==> config.mk <==
export PLATFORM = sky130hd
export DESIGN_NAME = pwm_bank
export DESIGN_NICKNAME = d
export VERILOG_FILES = /design/src/rtl/pwm_pkg.sv /design/src/rtl/pwm_prescale.sv /design/src/rtl/pwm_counter.sv /design/src/rtl/pwm_chan.sv /design/src/rtl/pwm_irq.sv /design/src/rtl/pwm_bank.sv
export SDC_FILE = /design/constraint.sdc
export NUM_CORES = 1
export LEC_CHECK = 0
export BUFFER_PORTS_ARGS = -buffer_cell sky130_fd_sc_hd__buf_2
export CORE_MARGIN = 2
export CORE_UTILIZATION = 40
export CTS_BUF_LIST = sky130_fd_sc_hd__clkbuf_16
export DETAILED_ROUTE_END_ITERATION = 12
export PLACE_DENSITY_LB_ADDON = 0.08
export SYNTH_ARGS = -nofsm -noshare
export SYNTH_HDL_FRONTEND = slang
export SYNTH_SLANG_ARGS = --single-unit
==> constraint.sdc <==
create_clock -name clk -period 6.3 [get_ports clk]
set_input_delay 0.315 -clock clk [delete_from_list [all_inputs] [get_ports clk]]
set_output_delay 0.315 -clock clk [all_outputs]
set_load 0.01 [all_outputs]
==> src/rtl/pwm_pkg.sv <==
package pwm_pkg;
   // global register word slots (byte offset / 4)
   localparam int unsigned G_SETUP  = 0;
   localparam int unsigned G_START  = 1;
   localparam int unsigned G_STOP   = 2;
   localparam int unsigned G_RUN    = 3;
   localparam int unsigned G_IMSET  = 4;
   localparam int unsigned G_IMCLR  = 5;
   localparam int unsigned G_IMASK  = 6;
   localparam int unsigned G_ISTAT  = 7;

   // channel window word slots
   localparam int unsigned C_SETUP  = 0;
   localparam int unsigned C_DUTY   = 1;
   localparam int unsigned C_PERIOD = 2;
   localparam int unsigned C_COUNT  = 3;
   localparam int unsigned C_STAGE  = 4;

   // channel setup bit positions
   localparam int unsigned B_SYMM   = 8;
   localparam int unsigned B_POL    = 9;
   localparam int unsigned B_TGT    = 10;

   // channel window size in bytes (5 address bits)
   localparam int unsigned WIN_BYTES = 32;
endpackage

==> src/rtl/pwm_prescale.sv <==
module pwm_prescale #(
   parameter int EXP_W   = 4,
   parameter int EXP_MAX = 10
) (
   input  logic             clk,
   input  logic             rst_n,
   input  logic             en,
   input  logic [EXP_W-1:0] exp_i,
   output logic             tick_o
);
   localparam int PW = EXP_MAX;

   logic [PW-1:0]    pcnt_q;
   logic [EXP_W-1:0] exp_eff;
   logic [PW-1:0]    lim;

   assign exp_eff = (exp_i > EXP_W'(EXP_MAX)) ? EXP_W'(EXP_MAX) : exp_i;
   assign lim     = ({{(PW-1){1'b0}}, 1'b1} << exp_eff) - 1'b1;
   assign tick_o  = en && ((pcnt_q & lim) == lim);

   always_ff @(posedge clk or negedge rst_n) begin
      if (!rst_n)  pcnt_q <= '0;
      else if (!en) pcnt_q <= '0;
      else         pcnt_q <= pcnt_q + 1'b1;
   end
endmodule

==> src/rtl/pwm_counter.sv <==
module pwm_counter #(
   parameter int CW = 16
) (
   input  logic          clk,
   input  logic          rst_n,
   input  logic          en,
   input  logic          tick,
   input  logic          symm,
   input  logic [CW-1:0] per,
   output logic [CW-1:0] cnt_o,
   output logic          end_o
);
   logic [CW-1:0] cnt_q;
   logic          dn_q;
   logic          wrap_edge;
   logic          top_hit;
   logic          end_symm;

   assign wrap_edge = (per == '0) || (cnt_q >= per - 1'b1);
   assign top_hit   = (cnt_q >= per);
   assign end_symm  = dn_q ? (cnt_q <= CW'(1)) : (top_hit && per <= CW'(1));
   assign end_o     = en && tick && (symm ? end_symm : wrap_edge);
   assign cnt_o     = cnt_q;

   always_ff @(posedge clk or negedge rst_n) begin
      if (!rst_n) begin
         cnt_q <= '0;
         dn_q  <= 1'b0;
      end else if (!en) begin
         cnt_q <= '0;
         dn_q  <= 1'b0;
      end else if (tick) begin
         if (symm) begin
            if (!dn_q) begin
               if (top_hit) begin
                  if (per <= CW'(1)) cnt_q <= '0;
                  else begin
                     cnt_q <= cnt_q - 1'b1;
                     dn_q  <= 1'b1;
                  end
               end else begin
                  cnt_q <= cnt_q + 1'b1;
               end
            end else if (cnt_q <= CW'(1)) begin
               cnt_q <= '0;
               dn_q  <= 1'b0;
            end else begin
               cnt_q <= cnt_q - 1'b1;
            end
         end else begin
            dn_q  <= 1'b0;
            cnt_q <= wrap_edge ? '0 : cnt_q + 1'b1;
         end
      end
   end


   off_zero_chk: assert property (@(posedge clk) disable iff (!rst_n)
      !en |=> (cnt_o == '0));


   cnt_bound_chk: assert property (@(posedge clk) disable iff (!rst_n)
      cnt_o <= per);
endmodule

==> src/rtl/pwm_chan.sv <==
module pwm_chan
   import pwm_pkg::*;
#(
   parameter int CW       = 16,
   parameter int EXP_W    = 4,
   parameter int EXP_MAX  = 10,
   parameter bit SYMM_EN  = 1'b1
) (
   input  logic             clk,
   input  logic             rst_n,
   input  logic             en,
   input  logic             setup_we,
   input  logic             duty_we,
   input  logic             per_we,
   input  logic             stage_we,
   input  logic [EXP_W-1:0] exp_wd,
   input  logic             symm_wd,
   input  logic             pol_wd,
   input  logic             tgt_wd,
   input  logic [CW-1:0]    val_wd,
   output logic [31:0]      setup_rd,
   output logic [CW-1:0]    duty_rd,
   output logic [CW-1:0]    per_rd,
   output logic [CW-1:0]    cnt_rd,
   output logic [CW-1:0]    stage_rd,
   output logic             pwm_o,
   output logic             end_o
);
   logic [EXP_W-1:0] exp_q;
   logic             pol_q;
   logic             tgt_q;
   logic             symm_q;
   logic [CW-1:0]    duty_q;
   logic [CW-1:0]    per_q;
   logic [CW-1:0]    stage_q;
   logic             pend_q;
   logic             tick;
   logic [CW-1:0]    cnt;
   logic             per_end;

   generate
      if (SYMM_EN) begin : g_symm
         always_ff @(posedge clk or negedge rst_n) begin
            if (!rst_n)        symm_q <= 1'b0;
            else if (setup_we) symm_q <= symm_wd;
         end
      end else begin : g_edge_only
         logic unused_symm;
         assign unused_symm = symm_wd;
         assign symm_q      = 1'b0;
      end
   endgenerate

   always_ff @(posedge clk or negedge rst_n) begin
      if (!rst_n) begin
         exp_q <= '0;
         pol_q <= 1'b0;
         tgt_q <= 1'b0;
      end else if (setup_we) begin
         exp_q <= exp_wd;
         pol_q <= pol_wd;
         tgt_q <= tgt_wd;
      end
   end

   always_ff @(posedge clk or negedge rst_n) begin
      if (!rst_n) begin
         duty_q  <= '0;
         per_q   <= '0;
         stage_q <= '0;
         pend_q  <= 1'b0;
      end else begin
         if (!en) begin
            pend_q <= 1'b0;
            if (duty_we) duty_q <= val_wd;
            if (per_we)  per_q  <= val_wd;
            if (stage_we) begin
               stage_q <= val_wd;
               if (tgt_q) per_q  <= val_wd;
               else       duty_q <= val_wd;
            end
         end else begin
            if (per_end && pend_q) begin
               pend_q <= 1'b0;
               if (tgt_q) per_q  <= stage_q;
               else       duty_q <= stage_q;
            end
            if (stage_we) begin
               stage_q <= val_wd;
               pend_q  <= 1'b1;
            end
         end
      end
   end

   pwm_prescale #(.EXP_W(EXP_W), .EXP_MAX(EXP_MAX)) u_div (
      .clk    (clk),
      .rst_n  (rst_n),
      .en     (en),
      .exp_i  (exp_q),
      .tick_o (tick)
   );

   pwm_counter #(.CW(CW)) u_cnt (
      .clk   (clk),
      .rst_n (rst_n),
      .en    (en),
      .tick  (tick),
      .symm  (symm_q),
      .per   (per_q),
      .cnt_o (cnt),
      .end_o (per_end)
   );

   always_comb begin
      setup_rd               = '0;
      setup_rd[EXP_W-1:0]    = exp_q;
      setup_rd[B_SYMM]       = symm_q;
      setup_rd[B_POL]        = pol_q;
      setup_rd[B_TGT]        = tgt_q;
   end

   assign duty_rd  = duty_q;
   assign per_rd   = per_q;
   assign cnt_rd   = cnt;
   assign stage_rd = stage_q;
   assign end_o    = per_end;
   assign pwm_o    = (en && (cnt < duty_q)) ? pol_q : ~pol_q;


   idle_pin_chk: assert property (@(posedge clk) disable iff (!rst_n)
      (!en && $past(!en) && $stable(pol_q)) |-> $stable(pwm_o));
endmodule

==> src/rtl/pwm_irq.sv <==
module pwm_irq #(
   parameter int NCH = 4
) (
   input  logic           clk,
   input  logic           rst_n,
   input  logic [NCH-1:0] set_i,
   input  logic           mset_we,
   input  logic           mclr_we,
   input  logic [NCH-1:0] wd,
   input  logic           rd_clr,
   output logic [NCH-1:0] stat_o,
   output logic [NCH-1:0] mask_o,
   output logic           irq_o
);
   logic [NCH-1:0] stat_q;
   logic [NCH-1:0] mask_q;

   always_ff @(posedge clk or negedge rst_n) begin
      if (!rst_n) begin
         stat_q <= '0;
         mask_q <= '0;
      end else begin
         stat_q <= (rd_clr ? '0 : stat_q) | set_i;
         if (mset_we)      mask_q <= mask_q | wd;
         else if (mclr_we) mask_q <= mask_q & ~wd;
      end
   end

   assign stat_o = stat_q;
   assign mask_o = mask_q;
   assign irq_o  = |(stat_q & mask_q);
endmodule

==> src/rtl/pwm_bank.sv <==
module pwm_bank
   import pwm_pkg::*;
#(
   parameter int NCH      = 4,
   parameter int CW       = 16,
   parameter int AW       = 12,
   parameter int EXP_W    = 4,
   parameter int EXP_MAX  = 10,
   parameter int CH_BASE  = 'h200,
   parameter bit SYMM_EN  = 1'b1
) (
   input  logic           clk,
   input  logic           rst_n,
   input  logic           bus_sel,
   input  logic           bus_wr,
   input  logic [AW-1:0]  bus_addr,
   input  logic [31:0]    bus_wdata,
   output logic [31:0]    bus_rdata,
   output logic [NCH-1:0] pwm_o,
   output logic           irq_o
);
   localparam int SLOT_W    = AW - 5;
   localparam int BASE_SLOT = CH_BASE / WIN_BYTES;

   generate
      if (NCH < 1 || NCH > 32) begin : g_bad_nch
         $error("pwm_bank: NCH must lie in 1..32");
      end
      if (CW < 2 || CW > 32) begin : g_bad_cw
         $error("pwm_bank: CW must lie in 2..32");
      end
      if (EXP_MAX < 1 || EXP_MAX >= (1 << EXP_W)) begin : g_bad_exp
         $error("pwm_bank: EXP_MAX must be encodable in EXP_W bits");
      end
      if (EXP_W > 8) begin : g_bad_expw
         $error("pwm_bank: EXP_W must not reach the symmetric-mode bit");
      end
      if ((CH_BASE % WIN_BYTES) != 0 || CH_BASE < WIN_BYTES ||
          CH_BASE + NCH * WIN_BYTES > (1 << AW)) begin : g_bad_map
         $error("pwm_bank: channel windows must be aligned and fit the address space");
      end
   endgenerate

   logic [SLOT_W-1:0] slot_raw;
   logic [SLOT_W-1:0] slot;
   logic              g_hit;
   logic              ch_hit;
   logic [2:0]        widx;
   logic              wr_g;
   logic              rd_g;
   logic [NCH-1:0]    run_q;
   logic [NCH-1:0]    ends;
   logic [NCH-1:0]    stat;
   logic [NCH-1:0]    mask;
   logic [31:0]       g_rd;
   logic [31:0]       ch_rd;
   logic [31:0]       ch_rdv [NCH];
   logic              unused_bits;

   assign slot_raw = bus_addr[AW-1:5];
   assign slot     = slot_raw - SLOT_W'(BASE_SLOT);
   assign g_hit    = (slot_raw == '0);
   assign ch_hit   = (slot_raw >= SLOT_W'(BASE_SLOT)) && (slot < SLOT_W'(NCH));
   assign widx     = bus_addr[4:2];
   assign wr_g     = bus_sel && bus_wr && g_hit;
   assign rd_g     = bus_sel && !bus_wr && g_hit;
   assign unused_bits = ^{bus_addr[1:0], bus_wdata};

   always_ff @(posedge clk or negedge rst_n) begin
      if (!rst_n) run_q <= '0;
      else if (wr_g && widx == 3'(G_START)) run_q <= run_q | bus_wdata[NCH-1:0];
      else if (wr_g && widx == 3'(G_STOP))  run_q <= run_q & ~bus_wdata[NCH-1:0];
   end

   pwm_irq #(.NCH(NCH)) u_irq (
      .clk     (clk),
      .rst_n   (rst_n),
      .set_i   (ends),
      .mset_we (wr_g && widx == 3'(G_IMSET)),
      .mclr_we (wr_g && widx == 3'(G_IMCLR)),
      .wd      (bus_wdata[NCH-1:0]),
      .rd_clr  (rd_g && widx == 3'(G_ISTAT)),
      .stat_o  (stat),
      .mask_o  (mask),
      .irq_o   (irq_o)
   );

   genvar gi;
   generate
      for (gi = 0; gi < NCH; gi++) begin : g_ch
         logic          cw;
         logic [31:0]   setup_rd;
         logic [CW-1:0] duty_rd, per_rd, cnt_rd, stage_rd;

         assign cw = bus_sel && bus_wr && ch_hit && (slot == SLOT_W'(gi));

         pwm_chan #(
            .CW(CW), .EXP_W(EXP_W), .EXP_MAX(EXP_MAX), .SYMM_EN(SYMM_EN)
         ) u_chan (
            .clk      (clk),
            .rst_n    (rst_n),
            .en       (run_q[gi]),
            .setup_we (cw && widx == 3'(C_SETUP)),
            .duty_we  (cw && widx == 3'(C_DUTY)),
            .per_we   (cw && widx == 3'(C_PERIOD)),
            .stage_we (cw && widx == 3'(C_STAGE)),
            .exp_wd   (bus_wdata[EXP_W-1:0]),
            .symm_wd  (bus_wdata[B_SYMM]),
            .pol_wd   (bus_wdata[B_POL]),
            .tgt_wd   (bus_wdata[B_TGT]),
            .val_wd   (bus_wdata[CW-1:0]),
            .setup_rd (setup_rd),
            .duty_rd  (duty_rd),
            .per_rd   (per_rd),
            .cnt_rd   (cnt_rd),
            .stage_rd (stage_rd),
            .pwm_o    (pwm_o[gi]),
            .end_o    (ends[gi])
         );

         always_comb begin
            case (widx)
               3'(C_SETUP):  ch_rdv[gi] = setup_rd;
               3'(C_DUTY):   ch_rdv[gi] = 32'(duty_rd);
               3'(C_PERIOD): ch_rdv[gi] = 32'(per_rd);
               3'(C_COUNT):  ch_rdv[gi] = 32'(cnt_rd);
               3'(C_STAGE):  ch_rdv[gi] = 32'(stage_rd);
               default:      ch_rdv[gi] = '0;
            endcase
         end


         start_set_chk: assert property (@(posedge clk) disable iff (!rst_n)
            (wr_g && widx == 3'(G_START) && bus_wdata[gi]) |=> run_q[gi]);


         stat_src_chk: assert property (@(posedge clk) disable iff (!rst_n)
            $rose(stat[gi]) |-> $past(run_q[gi]));
      end
   endgenerate

   always_comb begin
      ch_rd = '0;
      for (int i = 0; i < NCH; i++)
         if (ch_hit && slot == SLOT_W'(i)) ch_rd = ch_rdv[i];
   end

   always_comb begin
      case (widx)
         3'(G_RUN):   g_rd = 32'(run_q);
         3'(G_IMASK): g_rd = 32'(mask);
         3'(G_ISTAT): g_rd = 32'(stat);
         default:     g_rd = '0;
      endcase
   end

   assign bus_rdata = g_hit ? g_rd : ch_rd;
endmodule

==> impl_summary.txt <==
----------------------------------------------------
[Run status]
  Status ... finished clean

[Final layout]
  Growth of design area from synthesis to finish ... 8.24%
  Final net count ... 3209
  Multi-input combinational cell area ... 0.0163 mm²
  Share of final-layout standard cells stronger than drive strength 1 ... 9.99%
  Core Util, Final ... 43.6%
  Final-layout fill cell count ... 6499
  Footprint of the flip-flops and latches ... 0.00861 mm²
  Non-filler cells, final ... 3837

[Placed design]
  Final weighted congestion in routability-driven placement ... 0.956
  Final HPWL DP ... 62.3 mm
  Port bufs ... 50
  Number of cells after detailed placement ... 3757
  Pre-CTS setup slack ... 911 ps

[Detailed routing]
  Detailed-route wire length per cell ... 23.5 µm
  DR iter-0 viols ... 1848
  DRC ... 0
  Number of optimization iterations in the first detailed-route pass ... 6
  Total length of routed wires ... 90.1 mm
  Number of vias after detailed routing ... 23500
  Antenna-violating nets left ... 0
  DR vias/cell ... 6.14

[Pwr]
  VDD IR-drop max ... 185 µV
  Ratio of total power to cell area ... 173 mW/mm²
  Leakage ... 13.5 nW

[Global route]
  Global-route wire length before repair ... 139 mm
  Vias in the first global route ... 23000
  Antenna violations before repair ... 4
  GRT Util Overall ... 26.3%
  Largest net degree at the start of global routing ... 152
  Total gr overflow ... 0

[Floorplan]
  Initial standard-cell utilization of the core ... 40.3%
  Core region area ... 0.0656 mm²
  Die area ... 0.0682 mm²
  Floorplan die height ... 261 µm
  Top Ports ... 85
  Floorplan die width ... 261 µm
  Rows ... 94

[Timing]
  Fmax ... 0.184 GHz
  Setup slack of the critical path after layout ... 871 ps
  Unrepaired setup endpoints after global routing ... false
  Fin Hold WS ... 217 ps
  Transition time at the pin with the least slew margin ... 1270 ps
  Final setup vio count ... 0
  Final critical-path required period ... 5430 ps
  Final max-slew violation count ... 0
  Number of hold violations in the final report ... 0
  Final Cycle Share ... 86.2%
  Sum of negative setup slack ... 0 ps
  Worst-case clock skew ... 33.1 ps
  Worst slew margin ... 15.3%

[Worst setup path]
  Critical path start-end classification ... flip-flop to flip-flop
  WP data arrival ... 5950 ps
  Endpoint required time on the critical path ... 6820 ps
  Type of element launching the critical path ... flip-flop
  CP Max Fanout ... 9
  Worst Setup End Kind ... flip-flop

[Clocking]
  Clock tree buffer depth ... 3
  Number of CTS-inserted buffers ... 46
  Clock tree from TritonCTS ... done
  CTS clock-pin slew for the worst setup and hold paths ... 60 ps
  Count of hold buffers inserted by post-cts repair ... 1
  Root cell of the clock tree ... sky130_fd_sc_hd__clkbuf_16
  Maximum level of the CTS H-tree ... 2
  Number of cells upsized or downsized after cts ... 0
  Total clock sinks ... 344
  Clk Latency, worst-skew pair ... 600 ps
  Post-CTS setup buffer count ... 0

[Yosys]
  Combinational family with the most area after synthesis ... compound AO/OA/AOI/OAI gates
  Fraction of registers with async set/reset ... 100%
  Synth unique cells ... 90
  Mapped cell area ... 0.0265 mm²
  Yosys warns ... 0
  Share of synthesized area spent on multiplexers ... 9.60%
  Largest cells by area after synthesis ... sky130_fd_sc_hd__dfrtp_1 (33%), sky130_fd_sc_hd__ha_1 (10%), sky130_fd_sc_hd__mux2_2 (4.6%)
  Register bit total from synthesis ... 344
  Post-Synth Adder-Cell Area ... 10.4%
  Fraction of post-synthesis cell area in the top cell type by area ... 32.5%
  Share of synthesized area occupied by flip-flops and latches ... 32.5%
  Fraction of the mapped netlist area in simple logic gates ... 16.4%
  Main flop type after synthesis ... sky130_fd_sc_hd__dfrtp_1
  Area fraction in compound gates after synthesis ... 21.8%
  EDFF count, synth ... 0
  Post-synthesis share of cell area spent on xor and xnor gates ... 3.18%
  Largest area contributor in the netlist ... sky130_fd_sc_hd__dfrtp_1
  Mean area per synthesized cell ... 8.80 µm²
  Cells after synthesis ... 3005

[Min path]
  Type of the most critical hold path ... primary input to flip-flop

[Job]
  Max-cap violations ... 0

----------------------------------------------------
## area by class of cell
cell class	instances	share of cell area, %
Antenna cell	1	0.00874
Clock buffer	47	4.11
Clock inverter	31	0.559
Inverter	189	2.48
Multi-Input combinational cell	2274	57.0
Sequential cell	344	30.1
Tap cell	864	3.78
Timing Repair Buffer	87	1.98
## cell families (layout without fill, tap and decap cells)
family          Yosys count  after routing
compound gates          845            845
xor+xnor                 96             96
fa+ha+maj               219            219
buf+inv                 402            354
flops                   344            344
mux                     230            230
other cells               1             17
simple gates            868            868
## routing by layer
metal  vias up  part of all wire, %  global-route usage [%]
met5         -                 0.11                       0
met2       789                   44                    41.0
li1      11000                    -                       -
met4         4                  2.6                    7.45
met1     11600                   45                    36.4
met3       144                  7.8                    6.19
## synth_stat cells, drive strengths merged (7+ instances only)
cell type,instances
dfrtp,344
nor2,230
ha,219
a21oi,198
nand2,192
inv,189
clkbuf,161
o21ai,126
mux2,119
mux2i,104
a211oi,94
nor3,87
xnor2,85
nand3,82
a221oi,74
a22oi,59
and3,54
buf,52
o22ai,51
or3,38
a21o,33
and2,33
nor4,30
a22o,25
or4,24
nor2b,23
o21a,23
nand4,20
o31ai,20
a31oi,18
o211ai,16
a311oi,15
nand2b,15
xor2,11
a221o,10
nor4b,9
a21boi,8
o221ai,8
a2111oi,7
mux4,7
nand3b,7
## worst max-delay path, cell delays in order (launching register included)
cell	delay [ps]
sky130_fd_sc_hd__dfrtp_1	410
sky130_fd_sc_hd__or4_1	600
sky130_fd_sc_hd__nor3_1	510
sky130_fd_sc_hd__nand2_1	170
sky130_fd_sc_hd__nor4_1	360
sky130_fd_sc_hd__nand3_1	200
sky130_fd_sc_hd__nor3_1	200
sky130_fd_sc_hd__xnor2_1	170
sky130_fd_sc_hd__ha_1	270
sky130_fd_sc_hd__a211o_1	250
sky130_fd_sc_hd__a31o_2	210
sky130_fd_sc_hd__a211oi_1	760
sky130_fd_sc_hd__nor3_2	290
sky130_fd_sc_hd__nand2b_1	430
sky130_fd_sc_hd__o221a_2	390
sky130_fd_sc_hd__a21oi_1	130
## placed cells by master (no fill, tap or decap), drive strengths merged, types with 54 or more instances in the layout
master / Yosys / final
buf: 52 / 86
dfrtp: 344 / 344
a211oi: 94 / 94
a21oi: 198 / 198
inv: 189 / 208
o21ai: 126 / 126
mux2i: 104 / 104
nor3: 87 / 87
xnor2: 85 / 85
nand2: 192 / 192
a22oi: 59 / 59
mux2: 119 / 119
and3: 54 / 54
nand3: 82 / 82
ha: 219 / 219
nor2: 230 / 230
a221oi: 74 / 74
## worst paths after layout
check	start	endpoint	slack [ps]	cells after the start
worst min register to register	g_ch[2].u_chan.u_div.pcnt_q[0]	g_ch[2].u_chan.u_div.pcnt_q[0]	480	1
worst min-delay path	bus_wdata[11]	g_ch[3].u_chan.duty_rd[11]	220	3
worst max register to register	g_ch[0].u_chan.per_rd[5]	g_ch[0].u_chan.u_cnt.cnt_o[6]	870	15
worst max-delay path	g_ch[0].u_chan.per_rd[5]	g_ch[0].u_chan.u_cnt.cnt_o[6]	870	15
min in group asynchronous	rst_n	g_ch[1].u_chan.u_cnt.cnt_o[9]	290	2
max in group asynchronous	rst_n	g_ch[0].u_chan.u_div.pcnt_q[7]	4590	3
## power breakdown
group          switching [W]  internal [W]
clock                0.00107       0.00137
combinational       0.000215     0.0000654
sequential        0.00000925       0.00222
## through the flow
stage | power, W | instance area [µm²]
2_1_floorplan | 0.00240 | 26500
3_3_place_gp | 0.00254 | 27300
3_5_place_dp | 0.00254 | 27300
4_1_cts | 0.00501 | 28600
5_1_grt | 0.00511 | 28600
6_report | 0.00495 | 28600
## state kept, by name, summed over array words and instances (netlist names), named ones only
register,flops
g_ch.u_chan.stage_rd,64
g_ch.u_chan.symm_q,4
g_ch.u_chan.tgt_q,4
g_ch.u_chan.per_rd,64
g_ch.u_chan.pol_q,4
g_ch.u_chan.duty_rd,64
u_irq.stat_o,4
g_ch.u_chan.exp_q,16
g_ch.u_chan.u_cnt.dn_q,4
g_ch.u_chan.u_div.pcnt_q,40
g_ch.u_chan.pend_q,4
g_ch.u_chan.u_cnt.cnt_o,64
(Power assumes the default switching activity.)
